<file path="config.mk">
export PLATFORM = sky130hd
export DESIGN_NAME = master_irq_gate
export DESIGN_NICKNAME = d
export VERILOG_FILES = /design/src/rtl/master_irq_gate.sv
export SDC_FILE = /design/constraint.sdc
export NUM_CORES = 1
export LEC_CHECK = 0
export ABC_AREA = 1
export BUFFER_PORTS_ARGS = -buffer_cell sky130_fd_sc_hd__buf_2
export CAP_MARGIN = 15
export CORE_MARGIN = 2
export CORE_UTILIZATION = 30
export CTS_CLUSTER_SIZE = 40
export DETAILED_ROUTE_END_ITERATION = 8
export GPL_TIMING_DRIVEN = 0
export HOLD_SLACK_MARGIN = 0.15
export PLACE_DENSITY = 0.79
export SLEW_MARGIN = 20
export SYNTH_ARGS = -nofsm -noshare
export SYNTH_HDL_FRONTEND = slang
export SYNTH_SLANG_ARGS = --single-unit
</file>
<file path="constraint.sdc">
create_clock -name clk -period 1 [get_ports clk]
set_clock_uncertainty 0.05 [all_clocks]
set_input_delay 0.15 -clock clk [delete_from_list [all_inputs] [get_ports clk]]
set_output_delay 0.15 -clock clk [all_outputs]
set_load 0.03 [all_outputs]
</file>
<file path="src/rtl/master_irq_gate.sv">
module master_irq_gate #(
  parameter int SRC_W  = 8,
  parameter int DATA_W = 32
) (
  input  logic              clk,
  input  logic              rst_n,
  input  logic [SRC_W-1:0]  src_i,
  input  logic              wr_en,
  input  logic [DATA_W-1:0] wr_data,
  output logic [DATA_W-1:0] rd_data,
  output logic              irq_o
);
  localparam int EN_BIT = DATA_W - 1;

  logic             en_q;
  logic [SRC_W-1:0] pend_q;
  logic [SRC_W-1:0] ack;
  logic             armed_q;

  assign ack = wr_en ? wr_data[SRC_W-1:0] : '0;

  always_ff @(posedge clk or negedge rst_n) begin
    if (!rst_n) begin
      en_q    <= 1'b0;
      pend_q  <= '0;
      armed_q <= 1'b0;
    end else begin
      pend_q  <= (pend_q & ~ack) | src_i;
      armed_q <= 1'b1;
      if (wr_en) en_q <= wr_data[EN_BIT];
    end
  end

  always_comb begin
    rd_data              = '0;
    rd_data[SRC_W-1:0]   = pend_q;
    rd_data[EN_BIT]      = en_q;
  end

  assign irq_o = en_q & (|pend_q);

  initial assert (SRC_W < DATA_W - 1) else $error("SRC_W must leave bit %0d free", EN_BIT);

  assert_src_latches_R2: assert property (@(posedge clk) disable iff (!rst_n || !armed_q)
    1'b1 |=> ((pend_q & $past(src_i)) == $past(src_i)));

  assert_pend_holds_R3: assert property (@(posedge clk) disable iff (!rst_n || !armed_q)
    !wr_en |=> ((rd_data[SRC_W-1:0] & $past(rd_data[SRC_W-1:0])) == $past(rd_data[SRC_W-1:0])));

  assert_ack_clears_R4: assert property (@(posedge clk) disable iff (!rst_n || !armed_q)
    wr_en |=> ((rd_data[SRC_W-1:0] & $past(wr_data[SRC_W-1:0] & ~src_i)) == '0));

  assert_enable_load_R5: assert property (@(posedge clk) disable iff (!rst_n || !armed_q)
    wr_en |=> (rd_data[EN_BIT] == $past(wr_data[EN_BIT])));

  assert_enable_hold_R5: assert property (@(posedge clk) disable iff (!rst_n || !armed_q)
    !wr_en |=> $stable(rd_data[EN_BIT]));

  assert_gate_quiet_R6: assert property (@(posedge clk) disable iff (!rst_n)
    !rd_data[EN_BIT] |-> !irq_o);

  assert_refire_R8: assert property (@(posedge clk) disable iff (!rst_n || !armed_q)
    (wr_en && wr_data[EN_BIT] && (|src_i)) |=> irq_o);
endmodule

</file>
==> qor.tcl, run 1 <==
set qor(run_status) {complete, but fails checks}
set qor(failed_checks) {setup timing}
set qor(detail-route-antenna-nets) 0
set qor(final_period_minus_worst_setup_slack_ps) 1380
set qor(fmax_mhz) 722
set qor(vdd_drop_max_mv) 0.684
set qor(postLayoutSetupSlackWorst_ps) -385
set qor(critical_path.max_fanout) 3
set qor(routed_via_density) 3.62
set qor(synth_simple_gate_area_share_pct) 11.5
set qor(multi_input_area_um2) 233
set qor(warnings_synthesis) 0
set qor(synth_top_family_by_area) {buffers and inverters}
set qor(crit_path_cell_trace) {nor2_2 > nand2_1 > nor2_2 > nor2_4 > buf_6}
set qor(wl_met3_um) 121
set qor(die_ar_um2) 2200
set qor(finish.net_count) 184
set qor(hold_path.class) {in2async}
set qor(dp_worst_setup_slack_ps) -142
set qor(launch_instance_of_the_worst_register_to_register_path) {pend_q[5]$_DFF_PN0_}
set qor(antenna-diode-count) 0
set qor(mappedNetlistArea_um2) 553
set qor(critPathMostFrequentCell) {sky130_fd_sc_hd__nor2_2}
set qor(core_area_um2) 1730
set qor(tritoncts.num_buffers) 3
set qor(path_clk_slew_ps) 60
set qor(clock_sinks) 9
set qor(global_route_total_overflow) 0
set qor(r2r_cells) 3
set qor(io_pins) 76
set qor(grt_start_max_net_pins) 11
set qor(die_height_um) 46.9
set qor(route.top_layer_used) {met3}
set qor(layout.cells.most_common_list) {28 x sky130_fd_sc_hd__buf_4, 23 x sky130_fd_sc_hd__conb_1, 19 x sky130_fd_sc_hd__dlygate4sd3_1}
set qor(ctsRootBufferMaster) {sky130_fd_sc_hd__clkbuf_4}
set qor(flow.area_growth_from_synthesis_pct) 109
set qor(final_hold_viol_count) 0
set qor(yosys_register_bits) 9
set qor(worstSetupPathType) {reg2out}
set qor(detailroute.via_count) 598
set qor(synth_xor_area_share_pct) 0
set qor(first_global_vias) 545
set qor(rr_endpoint) {pend_q[5]$_DFF_PN0_}
set qor(finalWeightedCongestion) 0.677
set qor(portBuffers) 28
set qor(synthDominantAreaCellType) {sky130_fd_sc_hd__dfrtp_1}
set qor(yosys.area.top_type_share_pct) 40.7
set qor(finalSetupTns_ps) -1040
set qor(post-route-period-util_pct) 138
set qor(slew_violations) 0
set qor(drcViolationCount) 0
set qor(setup.worst_path.end_class) {output pin}
set qor(skew_pair_late_insertion_delay_ps) 260
set qor(drt_first_iter_violations) 0
set qor(cts.path.max_buffers) 2
set qor(max-cap-violations) 0
set qor(synth.yosys.seq_area_share_pct) 40.7
set qor(power.static_leakage_uw) 0.000613
set qor(final-setup-viol-count) 10
set qor(final_wl_um) 1490
set qor(setup.worst_path.start_class) {flop}
set qor(slowest_stage_cell_on_the_critical_path) {sky130_fd_sc_hd__dfrtp_2}
set qor(synth-compound-area-share_pct) 11.8
set qor(groute.usage.overall_pct) 14.3
set qor(fp.dieW_um) 46.9
set qor(synth_cell_type_count) 9
set qor(arrival_ps) 1180
set qor(cp.required_ps) 800
set qor(grt_setup_unrepaired) {yes}
set qor(clock_tree.htree_level_count) 1
set qor(grt_pass1_wl_um) 2130
set qor(layout.cells.most_common) {sky130_fd_sc_hd__buf_4}
set qor(regArea_um2) 235
set qor(met1_length_um) 474
set qor(synth_fa_ha_area_share_pct) 0
set qor(tritoncts) {built}
set qor(post_synth_inst_count) 62
set qor(power_per_cell_area_nw_per_um2) 1020
set qor(worst-r2r-setup-slack_ps) 30
set qor(yosys-top-cells-area) {sky130_fd_sc_hd__dfrtp_1 41%, sky130_fd_sc_hd__buf_4 33%, sky130_fd_sc_hd__a21o_1 11%}
set qor(drt_pass_1_iters) 1
set qor(fraction_of_final_layout_cells_with_drive_strength_greater_than_1_pct) 52.9
set qor(initial_utilization_pct) 32.0
set qor(per_cell_routed_wire_length_um) 9.05
set qor(wl_met2_um) 898
set qor(n_fill_cell) 143
set qor(placementRows) 15
set qor(synth.mux.area_fraction_pct) 0
set qor(post_synth.cell_area_avg_um2) 8.92
set qor(initial_antenna_violation_count) 0
set qor(worst_path_largest_cell_delay_ps) 430
-- worst max-delay path: cells and delay by family, from the launching register on --
kind                   cells  cell delay [ps]
DFF                        1              430
and+or+nand+nor            4              370
buffers and inverters      1              130
-- metal layers --
layer	global-route usage (%)	up-vias
met4	5.56	0
met3	6.54	0
met1	11.3	264
met2	29.0	28
li1	-	306
met5	0	-
-- worst max path at each step --
| stage | slack (ps) | startpoint | to | cells past startpoint |
|---|---|---|---|---|
| 3_5_place_dp | -140 | pend_q[1]$_DFF_PN0_ | irq_o | 5 |
| 6_report | -380 | pend_q[6]$_DFF_PN0_ | irq_o | 5 |
| 4_1_cts | -360 | pend_q[4]$_DFF_PN0_ | irq_o | 5 |
| 2_1_floorplan | -50 | pend_q[7]$_DFF_PN0_ | irq_o | 4 |
| 3_3_place_gp | -140 | pend_q[1]$_DFF_PN0_ | irq_o | 5 |
| 5_1_grt | -450 | pend_q[6]$_DFF_PN0_ | irq_o | 5 |
-- report_power, final --
part / switching (uW) / leakage, uW / total [uW] / internal, uW
Sequential: 21.3 / 0.0000875 / 415 / 393
Clock: 121 / 0.0000150 / 275 / 153
Combinational: 256 / 0.000511 / 492 / 236
Total: 399 / 0.000613 / 1180 / 782
-- sequential cells by signal, indices dropped and copies added, names as in the netlist --
| signal | cells |
|---|---|
| pend_q | 8 |
| en_q | 1 |
-- synth_stat cells (all sizes together) --
cell type  number
buf            25
nand2          11
dfrtp           9
a21o            8
nor2            6
conb            1
inv             1
o21ai           1
-- what timing repair did --
item,in CTS,in global routing
buffers inserted,3,2
hold endpoints to repair,18,0
hold buffers,19,0
setup endpoints to repair,10,10
gates resized for setup,17,9
pin swaps,4,3
-- kinds of logic (layout without fill, tap and decap cells) --
logic type      after synthesis  after routing
other cells                   1             23
buf+inv                      26             82
simple gates                 17             17
flops                         9              9
compound gates                9              9
-- layout make-up --
cell class	instances	share of cell area, %
timing repair buffer	52	37.6
sequential	9	20.4
multi-input combinational	49	20.2
buffer	25	16.6
tap	25	2.71
clock buffer	4	2.28
inverter	1	0.325
-- metrics by stage --
| step | area (um^2) | utilization [%] | instances | power, uW | hold WS (ps) |
|---|---|---|---|---|---|
| CTS | 1120 | 64.8 | 163 | 1170 | 212 |
| finish | 1150 | 66.9 | 165 | 1180 | 234 |
| global placement | 827 | 47.9 | 137 | 779 | -37.7 |
| detailed placement | 827 | 47.9 | 137 | 785 | -36.3 |
| global route | 1150 | 66.9 | 165 | 1270 | 230 |
| floorplan | 656 | - | 84 | 706 | -196 |
(Power assumes the default switching activity.)
==> inputs of run 2 (changes only) <==
PLACE_DENSITY = 0.84   (was 0.79)
TNS_END_PERCENT = 50   (was default)
==> qor.tcl, run 2 (synthesized netlist as in run 1, its figures left out) <==
set qor(setup.worst_path.end_class) {output pin}
set qor(grt_pass1_wl_um) 1750 ;# -18%
set qor(r2r_cells) 3 ;# unchanged
set qor(power.static_leakage_uw) 0.000607 ;# -1.0%
set qor(fraction_of_final_layout_cells_with_drive_strength_greater_than_1_pct) 52.2 ;# -0.68 points
set qor(post-route-period-util_pct) 137 ;# -1.3 points
set qor(setup.worst_path.start_class) {flop}
set qor(clock_tree.htree_level_count) 1 ;# unchanged
set qor(skew_pair_late_insertion_delay_ps) 250 ;# about the same
set qor(path_clk_slew_ps) 60 ;# about the same
set qor(routed_via_density) 3.55 ;# -2.0%
set qor(postLayoutSetupSlackWorst_ps) -372 ;# +12.8 ps
set qor(placementRows) 15 ;# unchanged
set qor(core_area_um2) 1730 ;# unchanged
set qor(pwr-share-clk_pct) 23.1 ;# -0.2 points
set qor(die_height_um) 46.9 ;# unchanged
set qor(n_fill_cell) 151 ;# +5.6%
set qor(worst-r2r-setup-slack_ps) 30 ;# about the same
set qor(final_hold_viol_count) 0 ;# unchanged
set qor(fp.dieW_um) 46.9 ;# unchanged
set qor(global_route_total_overflow) 0 ;# unchanged
set qor(vdd_drop_max_mv) 0.728 ;# +6.4%
set qor(final.hold.worst_slack_ps) 230 ;# -4.24 ps
set qor(biggestRegsByFlops) {pend_q: 8 flops, en_q: 1 flops}
set qor(net_sw_power_uw) 394 ;# -1.3%
set qor(finalWeightedCongestion) 0.655 ;# -3.2%
set qor(final_period_minus_worst_setup_slack_ps) 1370 ;# -12.8 ps
set qor(worstSetupPathType) {reg2out}
set qor(per_cell_routed_wire_length_um) 8.33 ;# -8.1%
set qor(flow.area_growth_from_synthesis_pct) 107
set qor(power_frac_comb_pct) 41.3 ;# -0.4 points
set qor(antenna-diode-count) 0 ;# unchanged
set qor(cp.required_ps) 800 ;# about the same
set qor(drt_first_iter_violations) 0 ;# unchanged
set qor(hold_path.class) {in2async}
set qor(ctsRootBufferMaster) {sky130_fd_sc_hd__clkbuf_4}
set qor(run_status) {complete, but fails checks}
set qor(final-setup-viol-count) 10 ;# unchanged
set qor(detailroute.via_count) 579 ;# -3.2%
set qor(slew_violations) 0 ;# unchanged
set qor(finish.net_count) 182 ;# -1.1%
set qor(max-cap-violations) 0 ;# unchanged
set qor(grt_setup_unrepaired) {yes}
set qor(initial_antenna_violation_count) 0 ;# unchanged
set qor(tritoncts.num_buffers) 3 ;# unchanged
set qor(postPlaceCellArea_um2) 827 ;# unchanged
set qor(dp_wirelength_um) 966
set qor(critical_path.startpoint) {pend_q[1]$_DFF_PN0_}
set qor(io_pins) 76 ;# unchanged
set qor(grt_start_max_net_pins) 11 ;# unchanged
set qor(first_global_vias) 472 ;# -13%
set qor(layout.cells.most_common_list) {24 x sky130_fd_sc_hd__buf_4, 23 x sky130_fd_sc_hd__conb_1, 19 x sky130_fd_sc_hd__dlygate4sd3_1}
set qor(critical_path.max_fanout) 3 ;# unchanged
set qor(die_ar_um2) 2200 ;# unchanged
set qor(drt_pass_1_iters) 1 ;# unchanged
set qor(final_core_util_pct) 66.4 ;# -0.43 points
set qor(cts.path.max_buffers) 2 ;# unchanged
set qor(fmax_mhz) 729 ;# +0.93%
set qor(switching_share_pct) 33.6 ;# -0.22 points
set qor(post-route-cell-area_um2) 1150 ;# -0.65%
set qor(largest_register_ffs) 8 ;# unchanged
set qor(initial_utilization_pct) 32.0 ;# unchanged
set qor(detail-route-antenna-nets) 0 ;# unchanged
set qor(portBuffers) 28 ;# unchanged
set qor(failed_checks) {setup timing}
set qor(groute.usage.overall_pct) 11.5 ;# -2.7 points
set qor(launch_instance_of_the_worst_register_to_register_path) {pend_q[5]$_DFF_PN0_}
set qor(tritoncts) {built}
set qor(clock_sinks) 9 ;# unchanged
set qor(power_per_cell_area_nw_per_um2) 1020 ;# about the same
set qor(drcViolationCount) 0 ;# unchanged
set qor(layout.cells.most_common) {sky130_fd_sc_hd__buf_4}
set qor(rr_endpoint) {pend_q[5]$_DFF_PN0_}
set qor(final_wl_um) 1360 ;# -9.2%
set qor(registers.top_by_ff_count) {pend_q}
set qor(share_of_total_power_in_sequential_cells_pct) 35.6 ;# +0.5 points
set qor(arrival_ps) 1170 ;# about the same
set qor(internal_power_consumption_uw) 780 ;# -0.37%
-- run 2: changes by cell type in the layout (fill, tap and decap cells not counted) --
| cell | change |
|---|---|
| sky130_fd_sc_hd__buf_4 | -4 |
| sky130_fd_sc_hd__buf_6 | +2 |
-- run 2: what timing repair did --
item,in CTS,in global routing
pin swaps,3,1
setup buffers,2,1
hold endpoints to repair,18,0
endpoints found under the setup margin,10,10
hold buffers,19,0
gates resized for setup,20,7
-- run 2: how the worst max path moves through the flow --
stage          slack (ps)  cells past startpoint  endpoint
2_1_floorplan         -50                      4     irq_o
3_3_place_gp         -120                      5     irq_o
3_5_place_dp         -120                      5     irq_o
4_1_cts              -370                      5     irq_o
5_1_grt              -410                      5     irq_o
6_report             -370                      5     irq_o
-- run 2: worst max-delay path: stages (launching register included) --
cell and delay, ps:
sky130_fd_sc_hd__dfrtp_2 420, sky130_fd_sc_hd__nor2_2 110, sky130_fd_sc_hd__nand2_1 60, sky130_fd_sc_hd__nor2_2 150, sky130_fd_sc_hd__nor2_4 40, sky130_fd_sc_hd__buf_6 130
-- run 2: final cells by class --
| type | instances | area, um^2 | area share (%) |
|---|---|---|---|
| flip-flops and latches | 9 | 235 | 20.5 |
| inverters | 1 | 3.75 | 0.327 |
| clock buffers | 4 | 26.3 | 2.29 |
| multi-input cells | 49 | 233 | 20.3 |
| plain buffers | 25 | 195 | 17.0 |
| well taps | 25 | 31.3 | 2.73 |
| repair buffers | 50 | 423 | 36.9 |
-- run 2: layer usage --
metal | up-vias | GRT usage [%] | share of wire [%]
li1 | 298 | - | -
met1 | 250 | 10.0 | 35
met2 | 31 | 24.1 | 55
met3 | 0 | 5.00 | 10
met4 | 0 | 1.67 | 0
met5 | - | 0 | 0
-- run 2: power groups by stage --
stage / combinational, uW / sequential [uW] / clock (uW)
3_5_place_dp: 367 / 417 / 0
6_report: 485 / 418 / 271
2_1_floorplan: 245 / 460 / 0
4_1_cts: 470 / 414 / 285
3_3_place_gp: 364 / 415 / 0
5_1_grt: 516 / 420 / 297
-- run 2: metrics by stage --
step           setup WS [ps]  power, uW  TNS (ps)  instances
5_1_grt                 -414       1230     -1030        163
3_5_place_dp            -124        785      -124        137
2_1_floorplan          -55.0        706     -55.0         84
6_report                -372       1170      -773        163
4_1_cts                 -371       1170      -888        162
3_3_place_gp            -119        779      -119        137
